**config.mk**
```make
export PLATFORM = sky130hd
export DESIGN_NAME = arith_cop
export DESIGN_NICKNAME = d
export VERILOG_FILES = /design/src/rtl/arith_cop_pkg.sv /design/src/rtl/arith_cop_div.sv /design/src/rtl/arith_cop_sqrt.sv /design/src/rtl/arith_cop.sv
export SDC_FILE = /design/constraint.sdc
export NUM_CORES = 1
export LEC_CHECK = 0
export BUFFER_PORTS_ARGS = -buffer_cell sky130_fd_sc_hd__buf_2
export CAP_MARGIN = 5
export CORE_MARGIN = 3
export CORE_UTILIZATION = 60
export DETAILED_ROUTE_END_ITERATION = 7
export PLACE_DENSITY = 0.84
export SYNTH_ARGS = -nofsm -noshare
export SYNTH_HDL_FRONTEND = slang
export SYNTH_SLANG_ARGS = --single-unit
```
**constraint.sdc**
```tcl
create_clock -name clk -period 6.6 [get_ports clk]
set_clock_uncertainty 0.1 [all_clocks]
set_input_delay 1.32 -clock clk [delete_from_list [all_inputs] [get_ports clk]]
set_output_delay 1.32 -clock clk [all_outputs]
set_load 0.02 [all_outputs]
```
**src/rtl/arith_cop_pkg.sv**
```systemverilog
package arith_cop_pkg;

    localparam int DATA_W = 32;
    localparam int ADDR_W = 3;

    localparam logic [ADDR_W-1:0] A_CTRL   = 3'd0;
    localparam logic [ADDR_W-1:0] A_NUMER  = 3'd1;
    localparam logic [ADDR_W-1:0] A_DENOM  = 3'd2;
    localparam logic [ADDR_W-1:0] A_RADIC  = 3'd3;
    localparam logic [ADDR_W-1:0] A_RESULT = 3'd4;

    localparam int B_MAN = 3;
    localparam int B_GO  = 4;

    // Field order matches control bits [3:0].
    typedef struct packed {
        logic manual_start;
        logic dz_err_en;
        logic sel_rem;
        logic use_unsigned;
    } cfg_t;

    // Encoded so that {div, sqrt} are the two low status bits.
    typedef enum logic [1:0] {
        OP_NONE = 2'b00,
        OP_SQRT = 2'b01,
        OP_DIV  = 2'b10
    } op_e;

endpackage

```
**src/rtl/arith_cop_div.sv**
```systemverilog
module arith_cop_div
    import arith_cop_pkg::*;
#(
    parameter int W = DATA_W
) (
    input  logic         clk,
    input  logic         rst,
    input  logic         start,
    input  logic         is_signed,
    input  logic [W-1:0] numer,
    input  logic [W-1:0] denom,
    output logic         done,
    output logic [W-1:0] quo,
    output logic [W-1:0] rem
);
    localparam int CW = $clog2(W);

    function automatic logic [W-1:0] magnitude(input logic [W-1:0] v, input logic sgn);
        return (sgn && v[W-1]) ? (~v + 1'b1) : v;
    endfunction

    logic          busy_q;
    logic [CW-1:0] cnt_q;
    logic [W-1:0]  rem_q, quo_q, den_q;
    logic          negq_q, negr_q;

    logic [W:0]    trial, diff;
    logic          ge;
    logic [W-1:0]  nrem, nquo;

    always_comb begin
        trial = {rem_q, quo_q[W-1]};
        diff  = trial - {1'b0, den_q};
        ge    = ~diff[W];
        nrem  = ge ? diff[W-1:0] : trial[W-1:0];
        nquo  = {quo_q[W-2:0], ge};
    end

    assign done = busy_q && (cnt_q == CW'(W - 1));
    assign quo  = negq_q ? (~nquo + 1'b1) : nquo;
    assign rem  = negr_q ? (~nrem + 1'b1) : nrem;

    always_ff @(posedge clk) begin
        if (rst) begin
            busy_q <= 1'b0;
            cnt_q  <= '0;
            rem_q  <= '0;
            quo_q  <= '0;
            den_q  <= '0;
            negq_q <= 1'b0;
            negr_q <= 1'b0;
        end else if (start) begin
            busy_q <= 1'b1;
            cnt_q  <= '0;
            rem_q  <= '0;
            quo_q  <= magnitude(numer, is_signed);
            den_q  <= magnitude(denom, is_signed);
            negq_q <= is_signed && (numer[W-1] ^ denom[W-1]);
            negr_q <= is_signed && numer[W-1];
        end else if (busy_q) begin
            rem_q <= nrem;
            quo_q <= nquo;
            cnt_q <= cnt_q + 1'b1;
            if (done) busy_q <= 1'b0;
        end
    end


    div_nonzero_start_chk: assert property (@(posedge clk) disable iff (rst)
        start |-> (denom != '0));


    div_idle_start_chk: assert property (@(posedge clk) disable iff (rst)
        start |-> !busy_q);

endmodule

```
**src/rtl/arith_cop_sqrt.sv**
```systemverilog
module arith_cop_sqrt
    import arith_cop_pkg::*;
#(
    parameter int RW = DATA_W
) (
    input  logic            clk,
    input  logic            rst,
    input  logic            start,
    input  logic [RW-1:0]   radicand,
    output logic            done,
    output logic [RW/2-1:0] root
);
    localparam int OW = RW / 2;
    localparam int MW = OW + 3;
    localparam int CW = $clog2(OW);

    logic          busy_q;
    logic [CW-1:0] cnt_q;
    logic [RW-1:0] rad_q;
    logic [MW-1:0] rem_q;
    logic [OW-1:0] root_q;

    logic [MW-1:0] acc, trial, nrem;
    logic          ge;
    logic [OW-1:0] nroot;

    always_comb begin
        acc   = {rem_q[MW-3:0], rad_q[RW-1:RW-2]};
        trial = {1'b0, root_q, 2'b01};
        ge    = (acc >= trial);
        nrem  = ge ? (acc - trial) : acc;
        nroot = {root_q[OW-2:0], ge};
    end

    assign done = busy_q && (cnt_q == CW'(OW - 1));
    assign root = nroot;

    always_ff @(posedge clk) begin
        if (rst) begin
            busy_q <= 1'b0;
            cnt_q  <= '0;
            rad_q  <= '0;
            rem_q  <= '0;
            root_q <= '0;
        end else if (start) begin
            busy_q <= 1'b1;
            cnt_q  <= '0;
            rad_q  <= radicand;
            rem_q  <= '0;
            root_q <= '0;
        end else if (busy_q) begin
            rad_q  <= {rad_q[RW-3:0], 2'b00};
            rem_q  <= nrem;
            root_q <= nroot;
            cnt_q  <= cnt_q + 1'b1;
            if (done) busy_q <= 1'b0;
        end
    end


    sqrt_idle_start_chk: assert property (@(posedge clk) disable iff (rst)
        start |-> !busy_q);

endmodule

```
**src/rtl/arith_cop.sv**
```systemverilog
module arith_cop
    import arith_cop_pkg::*;
#(
    parameter int DW = DATA_W,
    parameter int AW = ADDR_W
) (
    input  logic          clk,
    input  logic          rst,
    input  logic [AW-1:0] bus_addr,
    input  logic [DW-1:0] bus_wdata,
    input  logic          bus_wr,
    input  logic          bus_rd,
    output logic [DW-1:0] bus_rdata,
    output logic          bus_ready,
    output logic          bus_err
);
    localparam int ROOT_W = DW / 2;
    localparam int CYC_W  = $clog2(DW) + 1;

    cfg_t          cfg_q;
    op_e           op_q;
    logic          dz_q, busy_q;
    logic [DW-1:0] numer_q, denom_q, radic_q, result_q;

    logic          wr_ok, div_fast, div_go, div_req, div_zero, div_start, sq_start;
    logic [DW-1:0] div_den;
    cfg_t          div_cfg;
    logic          div_done, sq_done;
    logic [DW-1:0] div_quo, div_rem;
    logic [ROOT_W-1:0] sq_root;

    always_comb begin
        wr_ok     = bus_wr && !busy_q;
        div_fast  = wr_ok && (bus_addr == A_DENOM) && !cfg_q.manual_start;
        div_go    = wr_ok && (bus_addr == A_CTRL) && bus_wdata[B_GO] && bus_wdata[B_MAN];
        div_req   = div_fast || div_go;
        div_den   = div_fast ? bus_wdata : denom_q;
        div_cfg   = div_go ? cfg_t'(bus_wdata[3:0]) : cfg_q;
        div_zero  = div_req && (div_den == '0);
        div_start = div_req && !div_zero;
        sq_start  = wr_ok && (bus_addr == A_RADIC);
    end

    arith_cop_div #(.W(DW)) u_div (
        .clk       (clk),
        .rst       (rst),
        .start     (div_start),
        .is_signed (!div_cfg.use_unsigned),
        .numer     (numer_q),
        .denom     (div_den),
        .done      (div_done),
        .quo       (div_quo),
        .rem       (div_rem)
    );

    arith_cop_sqrt #(.RW(DW)) u_sqrt (
        .clk      (clk),
        .rst      (rst),
        .start    (sq_start),
        .radicand (bus_wdata),
        .done     (sq_done),
        .root     (sq_root)
    );

    always_ff @(posedge clk) begin
        if (rst) begin
            cfg_q    <= '0;
            op_q     <= OP_NONE;
            dz_q     <= 1'b0;
            busy_q   <= 1'b0;
            numer_q  <= '0;
            denom_q  <= '0;
            radic_q  <= '0;
            result_q <= '0;
        end else begin
            if (wr_ok) begin
                case (bus_addr)
                    A_CTRL:  cfg_q   <= cfg_t'(bus_wdata[3:0]);
                    A_NUMER: numer_q <= bus_wdata;
                    A_DENOM: denom_q <= bus_wdata;
                    A_RADIC: radic_q <= bus_wdata;
                    default: ;
                endcase
            end
            if (div_req || sq_start) begin
                dz_q   <= div_zero;
                op_q   <= sq_start ? OP_SQRT : OP_DIV;
                busy_q <= div_start || sq_start;
            end
            if (div_zero)
                result_q <= div_cfg.sel_rem ? numer_q : '1;
            if (div_done) begin
                result_q <= cfg_q.sel_rem ? div_rem : div_quo;
                busy_q   <= 1'b0;
            end
            if (sq_done) begin
                result_q <= DW'(sq_root);
                busy_q   <= 1'b0;
            end
        end
    end

    logic [2:0] status;
    logic       rd_res, stall;

    always_comb begin
        status    = {busy_q, op_q};
        rd_res    = bus_rd && (bus_addr == A_RESULT);
        stall     = rd_res && busy_q;
        bus_ready = !stall;
        bus_err   = rd_res && !busy_q && dz_q && cfg_q.dz_err_en;
        bus_rdata = '0;
        if (bus_rd && !stall && !bus_err) begin
            case (bus_addr)
                A_CTRL:   bus_rdata = DW'({status, 2'b00, dz_q, 1'b0, cfg_q});
                A_NUMER:  bus_rdata = numer_q;
                A_DENOM:  bus_rdata = denom_q;
                A_RADIC:  bus_rdata = radic_q;
                A_RESULT: bus_rdata = result_q;
                default:  bus_rdata = '0;
            endcase
        end
    end

    // Checking aids: busy-cycle counter and square bounds.
    logic [CYC_W-1:0]  cyc_q;
    logic [2*DW-1:0]   r_ext, sq_lo, sq_hi;

    always_ff @(posedge clk) begin
        if (rst)                        cyc_q <= '0;
        else if (div_start || sq_start) cyc_q <= '0;
        else if (busy_q)                cyc_q <= cyc_q + 1'b1;
    end

    always_comb begin
        r_ext = (2*DW)'(sq_root);
        sq_lo = r_ext * r_ext;
        sq_hi = (r_ext + 1'b1) * (r_ext + 1'b1);
    end


    div_len_chk: assert property (@(posedge clk) disable iff (rst)
        div_done |-> (cyc_q == CYC_W'(DW - 1)));


    sqrt_len_chk: assert property (@(posedge clk) disable iff (rst)
        sq_done |-> (cyc_q == CYC_W'(ROOT_W - 1)));


    div_identity_chk: assert property (@(posedge clk) disable iff (rst)
        div_done |-> (DW'(div_quo * denom_q + div_rem) == numer_q));


    sqrt_bounds_chk: assert property (@(posedge clk) disable iff (rst)
        sq_done |-> ((sq_lo <= (2*DW)'(radic_q)) && (sq_hi > (2*DW)'(radic_q))));


    operands_hold_chk: assert property (@(posedge clk) disable iff (rst)
        (busy_q && $past(busy_q)) |-> ($stable(numer_q) && $stable(denom_q)
                                       && $stable(radic_q) && $stable(cfg_q)));


    err_idle_chk: assert property (@(posedge clk) disable iff (rst)
        bus_err |-> (bus_ready && (op_q == OP_DIV)));

endmodule

```
**Yosys cells after proc, flatten, opt, wreduce, memory -nomap -nowiden**

Index checks and enable logic that the tools add are counted.

- Bits in registers: 310
- Input bits: 39
- Output and inout bits: 34
- Word-level logic and storage cells: 115

- Add/subtract/negate cells: 8
- Magnitude comparators: 1
- Equal/unequal tests: 6
- Multiplexer cells: 26
- Bitwise gates (word level): 6
- Reductions and logical operators: 44

Operators by type and width:

| operator | number |
|---|---|
| two-way mux 32 bit | 15 |
| one-hot mux 32 bit (5 select lines) | 1 |
| adder 32 x 1 -> 32 bit, second input constant | 4 |
| inverter 32 bit | 4 |
| subtractor 33 x 32 -> 33 bit | 1 |
| zero test 32 bit | 1 |
| logical AND 1 bit | 21 |
| greater-or-equal comparator 19 x 18 -> 1 bit | 1 |
| two-way mux 17 bit | 1 |
| subtractor 17 bit | 1 |
| two-way mux 16 bit | 1 |
| AND reduction 2 bit | 4 |
| equality test 3 x 2 -> 1 bit, second input constant | 2 |
| zero test 1 bit | 6 |
| two-way mux 1 bit | 6 |
| nonzero test 2 bit | 3 |
| OR reduction 2 bit | 3 |
| adder 5 x 1 -> 5 bit, second input constant | 1 |
| equality test 5 bit, second input constant | 1 |
| adder 4 x 1 -> 4 bit, second input constant | 1 |
| equality test 4 bit, second input constant | 1 |
| two-way mux 2 bit | 2 |
| equality test 3 x 1 -> 1 bit, second input constant | 1 |
| equality test 3 bit, second input constant | 1 |
| other kinds (6) | 8 |

**Logic depth before layout (Yosys ltp)**

- Depth after elaboration: 10
- Gate-level depth with buffers: 27
- Gate-level depth less buffers: 25

**Modules after synthesis**

Synthesis repeated with hierarchy kept, for this count alone.

- Cells, all modules: 2729
- Area total of the unflattened synthesis: 21121.5 um2

By module, submodules not included:

| module | times used | cells each | area an instance (um2) |
|---|---|---|---|
| arith_cop_div | 1 | 1326 | 9940.8 |
| arith_cop | 1 | 914 | 7143.1 |
| arith_cop_sqrt | 1 | 489 | 4037.6 |

**Least setup slack after synthesis**

Ideal clock, no wire load.

- Kind: register to register
- From: register u_div.quo_q[31]
- To: register result_q[30]
- Arrival: 5.354 ns
- Data required time: 6.414 ns
- Path slack: 1.060 ns
- Stages on the path, launching flop included: 26
- Period minus slack after synthesis: 5.540 ns
- Cells stage by stage: dfxtp_1 inv_1 ha_1 inv_1 fa_1 a21o_1 a22oi_1 o2bb2ai_1 a211o_1 a211oi_4 nor2_8 inv_2 buf_4 buf_2 nor2_1 a21oi_1 ha_1 inv_1 or3_1 or2_2 nor4_1 nand2_1 a221o_2 nor4b_2 mux2_2 a211oi_1

- Word-level cells in the longest chain between the ends: 7

Ends and longest elaborated chain:

| item | RTL line | text |
|---|---|---|
| start, declared | arith_cop_div.sv:24 | `logic [W-1:0] rem_q, quo_q, den_q;` |
| start signal, assigned | arith_cop_div.sv:56 | `quo_q <= magnitude(numer, is_signed);` |
| start signal, assigned | arith_cop_div.sv:62 | `quo_q <= nquo;` |
| subtractor 33 x 32 -> 33 bit | arith_cop_div.sv:33 | `diff = trial - {1'b0, den_q};` |
| two-way mux 32 bit / inverter 1 bit (equally long branches) | arith_cop_div.sv:35, arith_cop_div.sv:34 |  |
| inverter 32 bit (on tied branches) | arith_cop_div.sv:41, arith_cop_div.sv:40 |  |
| adder 32 x 1 -> 32 bit (on tied branches) | arith_cop_div.sv:41, arith_cop_div.sv:40 |  |
| two-way mux 32 bit (on tied branches) | arith_cop_div.sv:41, arith_cop_div.sv:40 |  |
| two-way mux 32 bit (*) | arith_cop.sv:93 | `result_q <= cfg_q.sel_rem ? div_rem : div_quo;` |
| two-way mux 32 bit (*) | arith_cop.sv:92 | `if (div_done) begin` |
| end signal, assigned | arith_cop.sv:91 | `result_q <= div_cfg.sel_rem ? numer_q : '1;` |
| end signal, assigned | arith_cop.sv:93 |  |
| end signal, assigned | arith_cop.sv:97 | `result_q <= DW'(sq_root);` |
| end, declared | arith_cop.sv:23 | `logic [DW-1:0] numer_q, denom_q, radic_q, result_q;` |

Every way passes the cells marked *; elsewhere a longest branch is shown, timed or not.
A chain may end at the register's enable or synchronous reset.

**Final worst setup path**

Same ends and word-level chain as after synthesis.

==> metrics.txt <==
layout cells sized above 1=9.76%; Synth area leader=dfxtp_1; final hold slack=~0.35 ns; # IOs=73; htree depth=2; Yosys reg bits=310; gr usage total=35.8%; Die ar.=0.0359 mm²; WL final=66.8 mm; synth warn=0; Reg clk slew, reported paths=0.06 ns; largest net degree at the start of global routing=just over 90; drt pass-1 iters=6; Max Root-Sink Buffers=3; Die X=roughly 190 µm; First DRT Iteration DRCs=between 2000 and 3000; PostCTS Resize Cnt=0; WL per Instance=21.8 µm; final hold violation count=0; Worst EP required=a little under 7 ns; DRC=0; Async SR Flop Fraction=0%; run status=finished, final reports clean; fin crit period=5.80 ns; most frequent cells after synthesis=nand2_1 (403), a21oi_1 (322), dfxtp_1 (310); vias in the first global route=18600; via count=between 20000 and 25000; CTS root buf=clkbuf_16; Yosys top cell area share=a little under a third; mean number of vias per cell=roughly 6.6; RSZ-0062 raised after global routing=false; hold crit path type=register to register; Power Density=around 280 mW/mm²; register area=a little over 0.006 mm²; Port-buffer cells=72; placer congestion estimate=about 0.99; hpwl dp=48.3 mm; CTS Hold Bufs=0; dpl cells=3006; antenna violations before repair=3; CP max FO=6; first-pass GRT wire length=~100 mm; crit end category=register; sequential fraction of the synthesis area=30.8%; Layout Cells excl Fill=a little over 3000; slew margin rel.=20.3%; synthesized instance count=approximately 2700; top_reg_cell synth=dfxtp_1; final setup TNS=0 ns; Syn Std Cell Area=0.0202 mm²; Leak Pwr=8.14 nW; kind of critical path=register to register; Post-synth EDFFs=0; Setup violations, final=0; Synth cell types=87; Num CTS Buffers=34; Max-cap violations=0; initial cell density of the core=61.4%; gr ovfl total=0; Max Clock Freq=172 MHz; Top delay family on crit path=compound AO/OA/AOI/OAI gates; cell with the most instances after synthesis=nand2_1; biggest cell delay along the critical path=between 0.5 and 0.6 ns; Post-Syn Area per Cell=7.61 µm²; Tcrit/Tclk final=87.9%; post-CTS setup buffers=0; Area contributors post-synth=dfxtp_1 (31%), a21oi_1 (8.0%), nand2_1 (7.5%); Worst-Margin Slew=around 1.2 ns; Rows=66; CTS Sinks=310; area of the multi-input gates=0.0129 mm²; TritonCTS clock tree=yes; VDD IR max=0.234 mV; Pins Over Slew Limit=0; CORE AREA=0.0329 mm²; Skew-Pair Late Insertion Delay=0.52 ns; die height=189 µm; Startpoint Class=register; Cell Chain, Critical Path=inv_1 -> ha_1 -> inv_1 -> fa_1 -> a21o_1 -> a22oi_1 -> o2bb2ai_1 -> a211oi_1 -> o2bb2ai_2 -> nor2_8 -> mux2i_1 -> ha_1 -> inv_1 -> or3_1 -> or2_2 -> nor4_1 -> nand2_1 -> a221o_2 -> nor4b_2 -> mux2_2 -> a211oi_1; Tot Pwr=6.12 mW; Most Frequent Cell on Critical Path=inv_1; Post-Syn Nets=2747; CP bufs+invs=3; Arrival @ worst endpoint=~6.1 ns; DRT antenna net count=0; CP max stage cell=a221o_2; Fillers=2833; Area Growth Syn to Fin=7.90%; Util after Layout=about two thirds; final net count=about 2700
==> per-layer routing <==
layer  global-route usage, %  part of all wire [%]  vias up
met1                    49.5                    40     9518
met3                    6.50                    12      184
met4                    13.5                   4.0        2
li1                        -                     -     9389
met5                       0                 0.019        -
met2                    55.9                    44     1260
==> layout by cell type, fill, tap and decap left out, types with 7 or more instances in the layout <==
master / instances
nand2_1: 400
a21oi_1: 321
dfxtp_1: 308
nor2_1: 222
mux2i_1: 119
o21ai_0: 118
xnor2_1: 97
inv_1: 77
a211oi_1: 76
buf_2: 71
a22oi_1: 67
nor3_1: 57
ha_1: 57
mux2_2: 48
xor2_1: 44
clkbuf_16: 35
buf_4: 34
o31ai_1: 33
nand3_1: 32
or3_1: 30
a21o_1: 27
nor4_1: 23
and3_1: 20
a31oi_1: 17
o211ai_1: 17
nor2b_1: 15
nand2b_1: 15
and2_1: 12
nand4_1: 11
o221ai_1: 11
o21a_1: 10
or2_2: 10
o41ai_1: 10
or4_1: 9
o21bai_1: 8
o22a_1: 8
a221oi_1: 7
o31a_1: 7
==> state kept, by name, summed over array words and instances, names as in the netlist <==
name           flops
u_sqrt.cnt_q       4
result_q          32
u_div.quo_q       32
u_sqrt.rad_q      32
u_div.negq_q       1
u_sqrt.rem_q      17
u_div.den_q       32
u_div.cnt_q        5
radic_q           32
u_div.negr_q       1
u_sqrt.busy_q      1
busy_q             1
dz_q               1
u_div.busy_q       1
cfg_q              4
op_q               2
numer_q           32
u_sqrt.root_q     16
denom_q           32
u_div.rem_q       32
==> worst paths after layout <==
check                                      from              to  slack, ns  cells after the start
worst min-delay path             u_div.den_q[1]  u_div.den_q[1]       0.35                      2
worst max-delay path            u_div.quo_q[31]    result_q[30]       0.80                     21
worst min register to register   u_div.den_q[1]  u_div.den_q[1]       0.35                      2
worst max register to register  u_div.quo_q[31]    result_q[30]       0.80                     21
==> layout make-up <==
| class | instances | share of cell area, % |
|---|---|---|
| repair buffers | 107 | 2.95 |
| diodes | 2 | 0.0230 |
| clock buffers | 46 | 4.49 |
| flip-flops and latches | 310 | 28.5 |
| well taps | 442 | 2.54 |
| clock inverters | 12 | 0.673 |
| inverters | 79 | 1.36 |
| multi-input cells | 2068 | 59.4 |
==> power by group <==
group | switching (mW) | total, mW | internal, mW
logic | 1.40 | 2.17 | 0.766
clock network | 0.789 | 1.95 | 1.16
registers | 0.0802 | 2.00 | 1.92
==> through the flow <==
step                instance area [µm²]  setup slack [ns]
floorplan                         20200              1.06
global placement                  20600              1.04
detailed placement                20600             0.880
CTS                               21800             0.840
global route                      21800             0.361
finish                            21800             0.795
==> logic make-up (layout without fill, tap and decap cells) <==
family | Yosys count | after routing | synth area share (%)
buffers and inverters | 272 | 244 | 5.29
other | 0 | 2 | 0
AND/OR/NAND/NOR | 889 | 889 | 19.8
adder cells (fa/ha/maj) | 58 | 58 | 3.63
XOR/XNOR | 141 | 141 | 6.12
flip-flops | 310 | 310 | 30.8
multiplexers | 170 | 170 | 8.88
AO/OA/AOI/OAI | 810 | 810 | 25.5
==> worst register-to-register path, cell delays in order, from the launching register on <==
cell       delay (ns)
dfxtp_1          0.34
inv_1            0.06
ha_1             0.15
inv_1            0.06
fa_1             0.43
a21o_1           0.21
a22oi_1          0.24
o2bb2ai_1        0.25
a211oi_1         0.46
o2bb2ai_2        0.20
nor2_8           0.17
mux2i_1          0.33
ha_1             0.24
inv_1            0.07
or3_1            0.36
or2_2            0.30
nor4_1           0.27
nand2_1          0.12
a221o_2          0.51
nor4b_2          0.31
mux2_2           0.36
a211oi_1         0.20
Power figures use the tool's default switching activity.
